[src/rtl/e1tx_pkg.sv]
package e1tx_pkg;
  parameter int SLOTS  = 32;
  parameter int BITS   = 8;
  parameter int MF_LEN = 16;
  parameter int SIG_W  = 4;

  localparam int TS_W  = $clog2(SLOTS);
  localparam int B_W   = $clog2(BITS);
  localparam int FR_W  = $clog2(MF_LEN);
  localparam int IDX_W = TS_W + B_W + 1;

  // position of the bit clock within the multiframe, half-period resolution
  typedef struct packed {
    logic [FR_W-1:0] fr;
    logic [TS_W-1:0] ts;
    logic [B_W-1:0]  b;
    logic            h;  // 0: low half, 1: high half
  } pos_t;

  typedef struct packed {
    logic sig_mf;
    logic crc_mf;
    logic basic;
  } fpsel_t;
endpackage

[src/rtl/e1tx_timebase.sv]
module e1tx_timebase
  import e1tx_pkg::*;
#(
  parameter int HALF_CYC = 12
) (
  input  logic clk,
  input  logic rst_n,
  output logic tick,
  output pos_t pos_nxt
);
  localparam int CW = (HALF_CYC > 1) ? $clog2(HALF_CYC) : 1;
  localparam logic [CW-1:0] HC_LAST = CW'(HALF_CYC - 1);

  logic [CW-1:0] hcnt_q, hcnt_d;
  pos_t          pos_q, pos_d;

  always_comb begin
    tick    = (hcnt_q == HC_LAST);
    hcnt_d  = tick ? '0 : hcnt_q + 1'b1;
    pos_nxt = pos_q;
    if (!pos_q.h) begin
      pos_nxt.h = 1'b1;
    end else begin
      pos_nxt.h = 1'b0;
      if (pos_q.b == B_W'(BITS - 1)) begin
        pos_nxt.b = '0;
        if (pos_q.ts == TS_W'(SLOTS - 1)) begin
          pos_nxt.ts = '0;
          pos_nxt.fr = (pos_q.fr == FR_W'(MF_LEN - 1)) ? '0 : pos_q.fr + 1'b1;
        end else begin
          pos_nxt.ts = pos_q.ts + 1'b1;
        end
      end else begin
        pos_nxt.b = pos_q.b + 1'b1;
      end
    end
    pos_d = tick ? pos_nxt : pos_q;
  end

  // reset parks on the last half of the multiframe so the first step enters slot 0
  always_ff @(posedge clk or negedge rst_n) begin
    if (!rst_n) begin
      hcnt_q   <= '0;
      pos_q.fr <= FR_W'(MF_LEN - 1);
      pos_q.ts <= TS_W'(SLOTS - 1);
      pos_q.b  <= B_W'(BITS - 1);
      pos_q.h  <= 1'b1;
    end else begin
      hcnt_q <= hcnt_d;
      pos_q  <= pos_d;
    end
  end
endmodule

[src/rtl/e1tx_decode.sv]
module e1tx_decode
  import e1tx_pkg::*;
(
  input  pos_t             p,
  input  logic [SLOTS-1:0] gap_mask,
  input  logic             bit8_only,
  input  logic             de_fall,
  input  logic             fp_rise,
  input  logic [2:0]       fp_type,
  output logic             sck_d,
  output logic             fp_d,
  output logic             samp,
  output logic             strobe,
  output logic             bit_gap
);
  fpsel_t           sel;
  logic             slot_m, bit_last, slot_gap, at_samp, lead, mark;
  logic [IDX_W-1:0] idx, s_idx, end_idx, e1, e2;
  logic [FR_W-1:0]  nf;

  always_comb begin
    sel      = fpsel_t'(fp_type);
    slot_m   = gap_mask[p.ts];
    bit_last = (p.b == B_W'(BITS - 1));
    slot_gap = slot_m & ~bit8_only;
    bit_gap  = slot_m & (~bit8_only | bit_last);

    sck_d    = p.h & ~bit_gap;
    at_samp  = (p.h == ~de_fall);
    samp     = at_samp & ~bit_gap;
    strobe   = at_samp & bit_last & ~slot_gap;

    // the pulse ends on the sampling half of bit 1, or one half earlier if edges differ
    idx      = {p.ts, p.b, p.h};
    s_idx    = {{(IDX_W-1){1'b0}}, ~de_fall};
    lead     = ~(fp_rise ^ de_fall);
    end_idx  = s_idx - {{(IDX_W-1){1'b0}}, lead};
    e1       = end_idx - IDX_W'(1);
    e2       = end_idx - IDX_W'(2);
    if (idx[IDX_W-1])
      nf = (p.fr == FR_W'(MF_LEN - 1)) ? '0 : p.fr + 1'b1;
    else
      nf = p.fr;
    mark     = sel.basic | ((sel.crc_mf | sel.sig_mf) & (nf == '0));
    fp_d     = mark & ((idx == e1) | (idx == e2));
  end
endmodule

[src/rtl/e1tx_capture.sv]
module e1tx_capture
  import e1tx_pkg::*;
(
  input  logic             clk,
  input  logic             rst_n,
  input  logic             tick,
  input  logic             samp,
  input  logic             strobe,
  input  logic             bit_gap,
  input  logic             first_bit,
  input  logic [TS_W-1:0]  ts,
  input  logic             fr_zero,
  input  logic             sd,
  input  logic [SIG_W-1:0] sig,
  output logic             valid,
  output logic [BITS-1:0]  data,
  output logic [SIG_W-1:0] sig_o,
  output logic [TS_W-1:0]  ts_o,
  output logic             fs_o,
  output logic             mfs_o
);
  logic [BITS-2:0]  sh_q, sh_d;
  logic [SIG_W-1:0] sigc_q, sigc_d, sig_o_d;
  logic             valid_d, fs_d, mfs_d;
  logic [BITS-1:0]  data_d;
  logic [TS_W-1:0]  ts_d;

  always_comb begin
    sh_d    = sh_q;
    sigc_d  = sigc_q;
    valid_d = 1'b0;
    data_d  = data;
    sig_o_d = sig_o;
    ts_d    = ts_o;
    fs_d    = fs_o;
    mfs_d   = mfs_o;
    if (tick && samp) begin
      sh_d = {sh_q[BITS-3:0], sd};
      if (first_bit) sigc_d = sig;
    end
    if (tick && strobe) begin
      valid_d = 1'b1;
      data_d  = {sh_q, bit_gap ? 1'b0 : sd};
      sig_o_d = sigc_q;
      ts_d    = ts;
      fs_d    = (ts == '0);
      mfs_d   = (ts == '0) & fr_zero;
    end
  end

  always_ff @(posedge clk or negedge rst_n) begin
    if (!rst_n) begin
      sh_q   <= '0;
      sigc_q <= '0;
      valid  <= 1'b0;
      data   <= '0;
      sig_o  <= '0;
      ts_o   <= '0;
      fs_o   <= 1'b0;
      mfs_o  <= 1'b0;
    end else begin
      sh_q   <= sh_d;
      sigc_q <= sigc_d;
      valid  <= valid_d;
      data   <= data_d;
      sig_o  <= sig_o_d;
      ts_o   <= ts_d;
      fs_o   <= fs_d;
      mfs_o  <= mfs_d;
    end
  end
endmodule

[src/rtl/e1tx_master.sv]
module e1tx_master
  import e1tx_pkg::*;
#(
  parameter int HALF_CYC = 12
) (
  input  logic             clk,
  input  logic             rst_n,
  input  logic [SLOTS-1:0] gap_mask,
  input  logic             bit8_only,
  input  logic             fp_edge_rise,
  input  logic             data_edge_fall,
  input  logic [2:0]       fp_type,
  input  logic             fp_active_low,
  output logic             sck,
  output logic             fp,
  input  logic             sd,
  input  logic [SIG_W-1:0] sig,
  output logic             slot_valid,
  output logic [BITS-1:0]  slot_data,
  output logic [SIG_W-1:0] slot_sig,
  output logic [TS_W-1:0]  slot_num,
  output logic             slot_fs,
  output logic             slot_mfs
);
  logic [1:0] rsync_q;
  logic       srst_n;
  logic       tick, sck_d, fp_d, samp, strobe, bit_gap;
  logic       sck_q, fp_q, sck_n, fp_n;
  pos_t       pos_nxt;

  always_ff @(posedge clk or negedge rst_n) begin
    if (!rst_n) rsync_q <= 2'b00;
    else        rsync_q <= {rsync_q[0], 1'b1};
  end
  assign srst_n = rsync_q[1];

  e1tx_timebase #(.HALF_CYC(HALF_CYC)) tb_i (
    .clk(clk), .rst_n(srst_n), .tick(tick), .pos_nxt(pos_nxt)
  );

  e1tx_decode dec_i (
    .p(pos_nxt), .gap_mask(gap_mask), .bit8_only(bit8_only),
    .de_fall(data_edge_fall), .fp_rise(fp_edge_rise), .fp_type(fp_type),
    .sck_d(sck_d), .fp_d(fp_d), .samp(samp), .strobe(strobe), .bit_gap(bit_gap)
  );

  e1tx_capture cap_i (
    .clk(clk), .rst_n(srst_n), .tick(tick), .samp(samp), .strobe(strobe),
    .bit_gap(bit_gap), .first_bit(pos_nxt.b == '0), .ts(pos_nxt.ts),
    .fr_zero(pos_nxt.fr == '0), .sd(sd), .sig(sig),
    .valid(slot_valid), .data(slot_data), .sig_o(slot_sig), .ts_o(slot_num),
    .fs_o(slot_fs), .mfs_o(slot_mfs)
  );

  always_comb begin
    sck_n = tick ? sck_d : sck_q;
    fp_n  = tick ? fp_d  : fp_q;
  end

  always_ff @(posedge clk or negedge srst_n) begin
    if (!srst_n) begin
      sck_q <= 1'b0;
      fp_q  <= 1'b0;
    end else begin
      sck_q <= sck_n;
      fp_q  <= fp_n;
    end
  end

  assign sck = sck_q;
  assign fp  = fp_q ^ fp_active_low;
endmodule

[config.mk]
export PLATFORM = sky130hd
export DESIGN_NAME = e1tx_master
export DESIGN_NICKNAME = d
export VERILOG_FILES = /design/src/rtl/e1tx_pkg.sv /design/src/rtl/e1tx_timebase.sv /design/src/rtl/e1tx_decode.sv /design/src/rtl/e1tx_capture.sv /design/src/rtl/e1tx_master.sv
export SDC_FILE = /design/constraint.sdc
export NUM_CORES = 1
export LEC_CHECK = 0
export ABC_AREA = 1
export BUFFER_PORTS_ARGS = -buffer_cell sky130_fd_sc_hd__buf_2
export CAP_MARGIN = 0
export CORE_ASPECT_RATIO = 0.9
export CORE_UTILIZATION = 45
export DETAILED_ROUTE_END_ITERATION = 10
export GPL_ROUTABILITY_DRIVEN = 0
export PLACE_DENSITY = 0.72
export SKIP_LAST_GASP = 1
export SLEW_MARGIN = 15
export SYNTH_ARGS = -nofsm -noshare
export SYNTH_HDL_FRONTEND = slang
export SYNTH_HIERARCHICAL = 1
export SYNTH_SLANG_ARGS = --single-unit
export TNS_END_PERCENT = 100
[constraint.sdc]
create_clock -name clk -period 2.3 [get_ports clk]
set_clock_uncertainty 0.2 [all_clocks]
set_input_delay 0.23 -clock clk [delete_from_list [all_inputs] [get_ports clk]]
set_output_delay 0.23 -clock clk [all_outputs]
set_load 0.03 [all_outputs]
**Word level (Yosys, flattened, before mapping)**

Index checks and enable logic that the tools add are counted.

- Input bits: 46
- Memory bits (read-only): 0
- Word-level logic and storage cells: 75
- RAM bits: 0
- Memories kept: 0
- Latch bits: 0
- Bits in registers: 52
- Output and inout bits: 22

- Shift operators: 0
- Divide/modulo/power cells: 0
- Equality and inequality tests: 9
- Reductions and logical operators: 7
- $lt $le $gt $ge: 1
- Multipliers: 0
- Bitwise gates (word level): 20
- $add $sub $neg: 8
- Muxes and demuxes: 14

Operators with widths:

| operator | count |
|---|---|
| 4-bit 2-to-1 mux | 5 |
| 9-bit equality test | 2 |
| 4-bit by 1-bit adder with 4-bit output, second input constant | 3 |
| 4-bit equality test, second input constant | 3 |
| 12-bit 2-to-1 mux | 1 |
| 1-bit bitwise AND | 9 |
| 9-bit 2-to-1 mux | 1 |
| 9-bit by 1-bit subtractor with 9-bit output, second input constant | 1 |
| 9-bit by 2-bit subtractor with 9-bit output, second input constant | 1 |
| 4-bit zero test | 2 |
| 3-bit equality test, second input constant | 2 |
| 5-bit by 6-bit less-than comparator with 1-bit output, second input constant | 1 |
| 5-bit by 1-bit adder with 5-bit output, second input constant | 1 |
| 1-bit binary-select mux with 5-bit select | 1 |
| 5-bit equality test, second input constant | 1 |
| 5-bit zero test | 1 |
| 5-bit 2-to-1 mux | 1 |
| 1-bit NOT | 5 |
| 1-bit 2-to-1 mux | 4 |
| 1-bit OR | 4 |
| 3-bit by 1-bit adder with 3-bit output, second input constant | 1 |
| 3-bit zero test | 1 |
| 3-bit 2-to-1 mux | 1 |
| 1-bit logical AND | 2 |
| other kinds (4) | 5 |

**Longest topological paths before layout**

- Depth after elaboration: 12
- Depth in mapped cells: 22

**By module**

Netlist, hierarchy kept.

By module, submodules not included:

| module | cells each | instances | area an instance (sq um) | sequential area each (sq um) |
|---|---|---|---|---|
| e1tx_capture | 124 | 1 | 1,218.7 | 775.7 |
| e1tx_timebase | 124 | 1 | 1,026.0 | 441.7 |
| e1tx_decode | 146 | 1 | 711.9 | 0.0 |
| e1tx_master | 23 | 1 | 175.2 | 100.1 |

**Worst setup path before layout**

Ideal clock, no wire load.

- Path type: reg2reg
- From: register tb_i/pos_q[5] (netlist bit)
- To: register cap_i.sh_q[3]
- Data required time: 1,982 ps
- Cell stages (with the launch flop): 21
- Setup time: 118 ps
- Path slack: -675 ps
- Data arrival time: 2,657 ps
- Cells stage by stage: dfstp_2 -> ha_1 -> nand2_1 -> nor2_1 -> ha_1 -> inv_2 -> a21oi_1 -> a21oi_1 -> buf_6 -> or2_0 -> nand3_1 -> nand3_1 -> nand3_1 -> nand3_2 -> nand3_2 -> nand2_1 -> inv_1 -> nand2_1 -> buf_4 -> nand2_1 -> o21ai_2

RTL lines:

| element | RTL line | source |
|---|---|---|
| start: declaration | e1tx_timebase.sv:15 | `pos_t pos_q, pos_d;` |
| start signal: assignment | e1tx_timebase.sv:50 | `pos_q <= pos_d;` |
| end signal: assignment | e1tx_capture.sv:53 | `sh_q <= '0;` |
| end signal: assignment | e1tx_capture.sv:62 | `sh_q <= sh_d;` |
| end: declaration | e1tx_capture.sv:22 | `logic [BITS-2:0] sh_q, sh_d;` |

==> summary.txt <==
Routing
  – DR pass1 iterations: 4
  – Initial DRC count: 216
  – Drt drc: 0
  – Via count: between 3000 and 4000
  – WL/cell: 13.4 um
  – Final antenna-violating net count: 0
  – DRT Wirelength: 8.55 mm
  – Vias/cell: 4.97

Logic synthesis
  – Largest family of logic cells by synthesized area: simple AND/OR/NAND/NOR gates
  – Post-synthesis adder-cell area fraction: 0.0360
  – Syn Nets: roughly 470
  – Avg Cell Area, Syn: 7.51 um2
  – Mapped Area: 3130 um2
  – Sequential fraction of the synthesis area: 0.421
  – Proportion of synthesized area in mux cells: 0
  – Synth Area in XOR/XNOR: 0.00559
  – Synth cell types: 38
  – Synth Area in Compound Gates: 0.104
  – Synth warn: 6
  – Mapped Cells: approximately 420
  – #FFs+latches synth: 52
  – Simple-gate share of the synthesized area: 0.311

Cells and area
  – Area growth, synth to finish: 45.0%
  – Ant. Diodes: 0
  – Fin area: 4540 um2
  – Fillers: 534
  – Most frequent cells in the layout: nand2_1 (92), inv_1 (67), buf_2 (67)
  – Final nets: roughly 600
  – Commonest non-fill, non-tap cell in the layout: nand2_1
  – Layout cells sized above 1: 0.442
  – Non-filler cells, final: around 640

Power
  – Switching share of power: 0.260
  – Internal: 1.22 mW
  – Switch Pwr: between 0.4 and 0.5 mW
  – PwrDens: 362 nW/um2
  – Sequential share of power: 0.568
  – Logic gate share of total power: 0.086
  – LEAKAGE: 2.43 nW
  – Clock share of power: 0.347
  – Peak supply drop: 0.265 mV

Clocking
  – Root buf cell: clkbuf_8
  – H-tree depth: 2
  – TritonCTS Buffers: 5
  – Clk buf depth: 2
  – CTS tree: done
  – Reg clk slew, reported paths: 110 ps
  – Clk_lat worst skew: 320 ps
  – Clock Sinks: 52

GRT
  – Grt ovf: 0
  – GRT Util Overall: 0.231
  – First-pass GRT wire length: between 10 and 15 mm
  – Initial antenna violation count: 0
  – Number of global-route vias before repair: 3026
  – Largest net degree at the start of global routing: 20

Status
  – Status: finished with violations
  – Failing checks: setup timing

STA
  – RSZ-0062 raised after global routing: yes
  – Part of the cycle the worst path needs: 1.31
  – Setup TNS: -22240 ps
  – Final worst setup slack: -720 ps
  – Fin crit period: roughly 3000 ps
  – Fmax achieved: 331 MHz
  – Slew Viols, Final: 0
  – Final setup viols: 34
  – WHS: 14.2 ps
  – Final hold vios: 0

Worst setup path
  – Top delay family on crit path: simple AND/OR/NAND/NOR gates
  – Worst setup SP type: register
  – Crit path capture type: register
  – Crit Path Category: register to register
  – Crit path cell chain: ha_4 > nand2_4 > nor2_2 > ha_2 > inv_4 > a21oi_4 > a21oi_4 > buf_6 > or2_1 > nand3_1 > nand3_1 > nand3_2 > nand3_2 > nand3_2 > nand2_2 > inv_2 > nand2_8 > buf_16 > nand2_4 > o21ai_2
  – Critical path required time: 2320 ps
  – Worst path most repeated cell: nand3_2
  – Crit-path max FO: 8
  – Slowest cell on crit path: dfstp_2
  – Arr. time, crit path: 3040 ps
  – CP max stage delay: 570 ps
  – Number of buffers and inverters on the critical path: 4

Place
  – IO Port Bufs: 67
  – Dpl cells: 611
  – Detail Placement HPWL: 5.72 mm
  – Post-Place Cell Area: 3960 um2

Die
  – # IOs: 68
  – Die Wd: about 90 um
  – Die ar.: 7300 um2
  – Die Height: 81.1 um
  – Core Box Area: approximately 6700 um2
  – Rows: 28
  – Initial Utilization: 0.470

Hold path
  – Worst min-delay path category: primary input to asynchronous set/reset pin

Job
  – Max-cap viol count: 0
[power by group through the flow]
| stage | sequential (mW) | clock [mW] | combinational [mW] |
|---|---|---|---|
| final | 0.934 | 0.570 | 0.141 |
| after global routing | 0.936 | 0.606 | 0.161 |
| after CTS | 0.933 | 0.580 | 0.138 |
| after detailed placement | 0.953 | 0 | 0.125 |
| after global placement | 0.952 | 0 | 0.122 |
| after floorplan | 0.959 | 0 | 0.0586 |
[logic make-up (layout without fill, tap and decap cells)]
kind of cell | after synthesis | in the layout
flip-flops | 52 | 52
AO/OA/AOI/OAI | 48 | 48
XOR/XNOR | 2 | 2
AND/OR/NAND/NOR | 217 | 217
adder cells (fa/ha/maj) | 9 | 9
other | 1 | 1
buffers and inverters | 88 | 219
[registers in the layout, summed over array words and instances, names as in the netlist]
name,cells
cap_i/data,8
cap_i/fs_o,1
cap_i/mfs_o,1
cap_i/sh_q,7
cap_i/sig_o,4
cap_i/sigc_q,4
cap_i/ts_o,5
cap_i/valid,1
fp_q,1
rsync_q,2
sck,1
tb_i/hcnt_q,4
tb_i/pos_q,13
[layer usage]
metal | wire length [um] | global-route usage
met1 | 3640 | 0.285
met2 | 4480 | 0.428
met3 | 345 | 0.0478
met4 | 88 | 0.0403
met5 | 0 | 0
[per-stage QoR]
step | total power [mW] | setup slack [ps] | utilization
after floorplan | 1.02 | -537 | -
after global placement | 1.07 | -615 | 0.594
after detailed placement | 1.08 | -712 | 0.594
after CTS | 1.65 | -618 | 0.642
after global routing | 1.70 | -822 | 0.682
final | 1.64 | -720 | 0.682
[Yosys cell counts (all sizes together)]
cell type / n / area share
buf: 11 / 0.028
and3: 2 / 0.0040
xnor2: 2 / 0.0056
o2bb2ai: 1 / 0.0028
dfrtp: 39 / 0.31
o31ai: 2 / 0.0048
a21o: 1 / 0.0024
or2: 7 / 0.014
conb: 1 / 0.0012
o21ai: 35 / 0.075
o22ai: 2 / 0.0040
a22oi: 1 / 0.0024
nand3b: 2 / 0.0048
o2111ai: 1 / 0.0028
dfstp: 13 / 0.11
a21oi: 3 / 0.0048
nand3: 44 / 0.077
nor2: 25 / 0.035
ha: 9 / 0.036
nand2: 131 / 0.16
o211ai: 1 / 0.0024
inv: 77 / 0.094
a31o: 1 / 0.0028
nor3: 2 / 0.0048
nand4: 4 / 0.0080
[cell type report]
class,instances,area (um2),share of cell area
Clock buffer,5,68.8,0.0152
Clock inverter,3,27.5,0.00606
Timing Repair Buffer,134,953,0.210
Sequential cell,52,1320,0.290
Multi-Input combinational cell,277,1750,0.386
Tap cell,90,113,0.0248
Inverter,77,307,0.0675
[final timing paths]
check                                                from                         to  slack [ps]  cells after the start
worst max-delay path            tb_i/pos_q[4]$_DFFE_PN1N_  cap_i/data[5]$_DFFE_PN0P_        -720                     20
worst min-delay path                                rst_n       rsync_q[0]$_DFF_PN0_          10                      2
worst max register to register  tb_i/pos_q[4]$_DFFE_PN1N_  cap_i/data[5]$_DFFE_PN0P_        -720                     20
worst min register to register       rsync_q[1]$_DFF_PN0_  tb_i/pos_q[0]$_DFFE_PN1N_         100                      0
max in group asynchronous            rsync_q[1]$_DFF_PN0_  cap_i/data[0]$_DFFE_PN0P_         970                      1
min in group clk                               fp_type[0]           fp_q$_DFFE_PN0P_         150                      7
[what timing repair did]
item / in CTS / in global routing
pin swaps: 11 / 23
endpoints found under the setup margin: 33 / 33
gates resized for setup: 25 / 55
endpoints found under the hold margin: 16 / 0
hold buffers: 7 / 0
setup buffers: 2 / 6
cloned: 3 / 1
No activity file was read; power rests on OpenSTA's default activity.
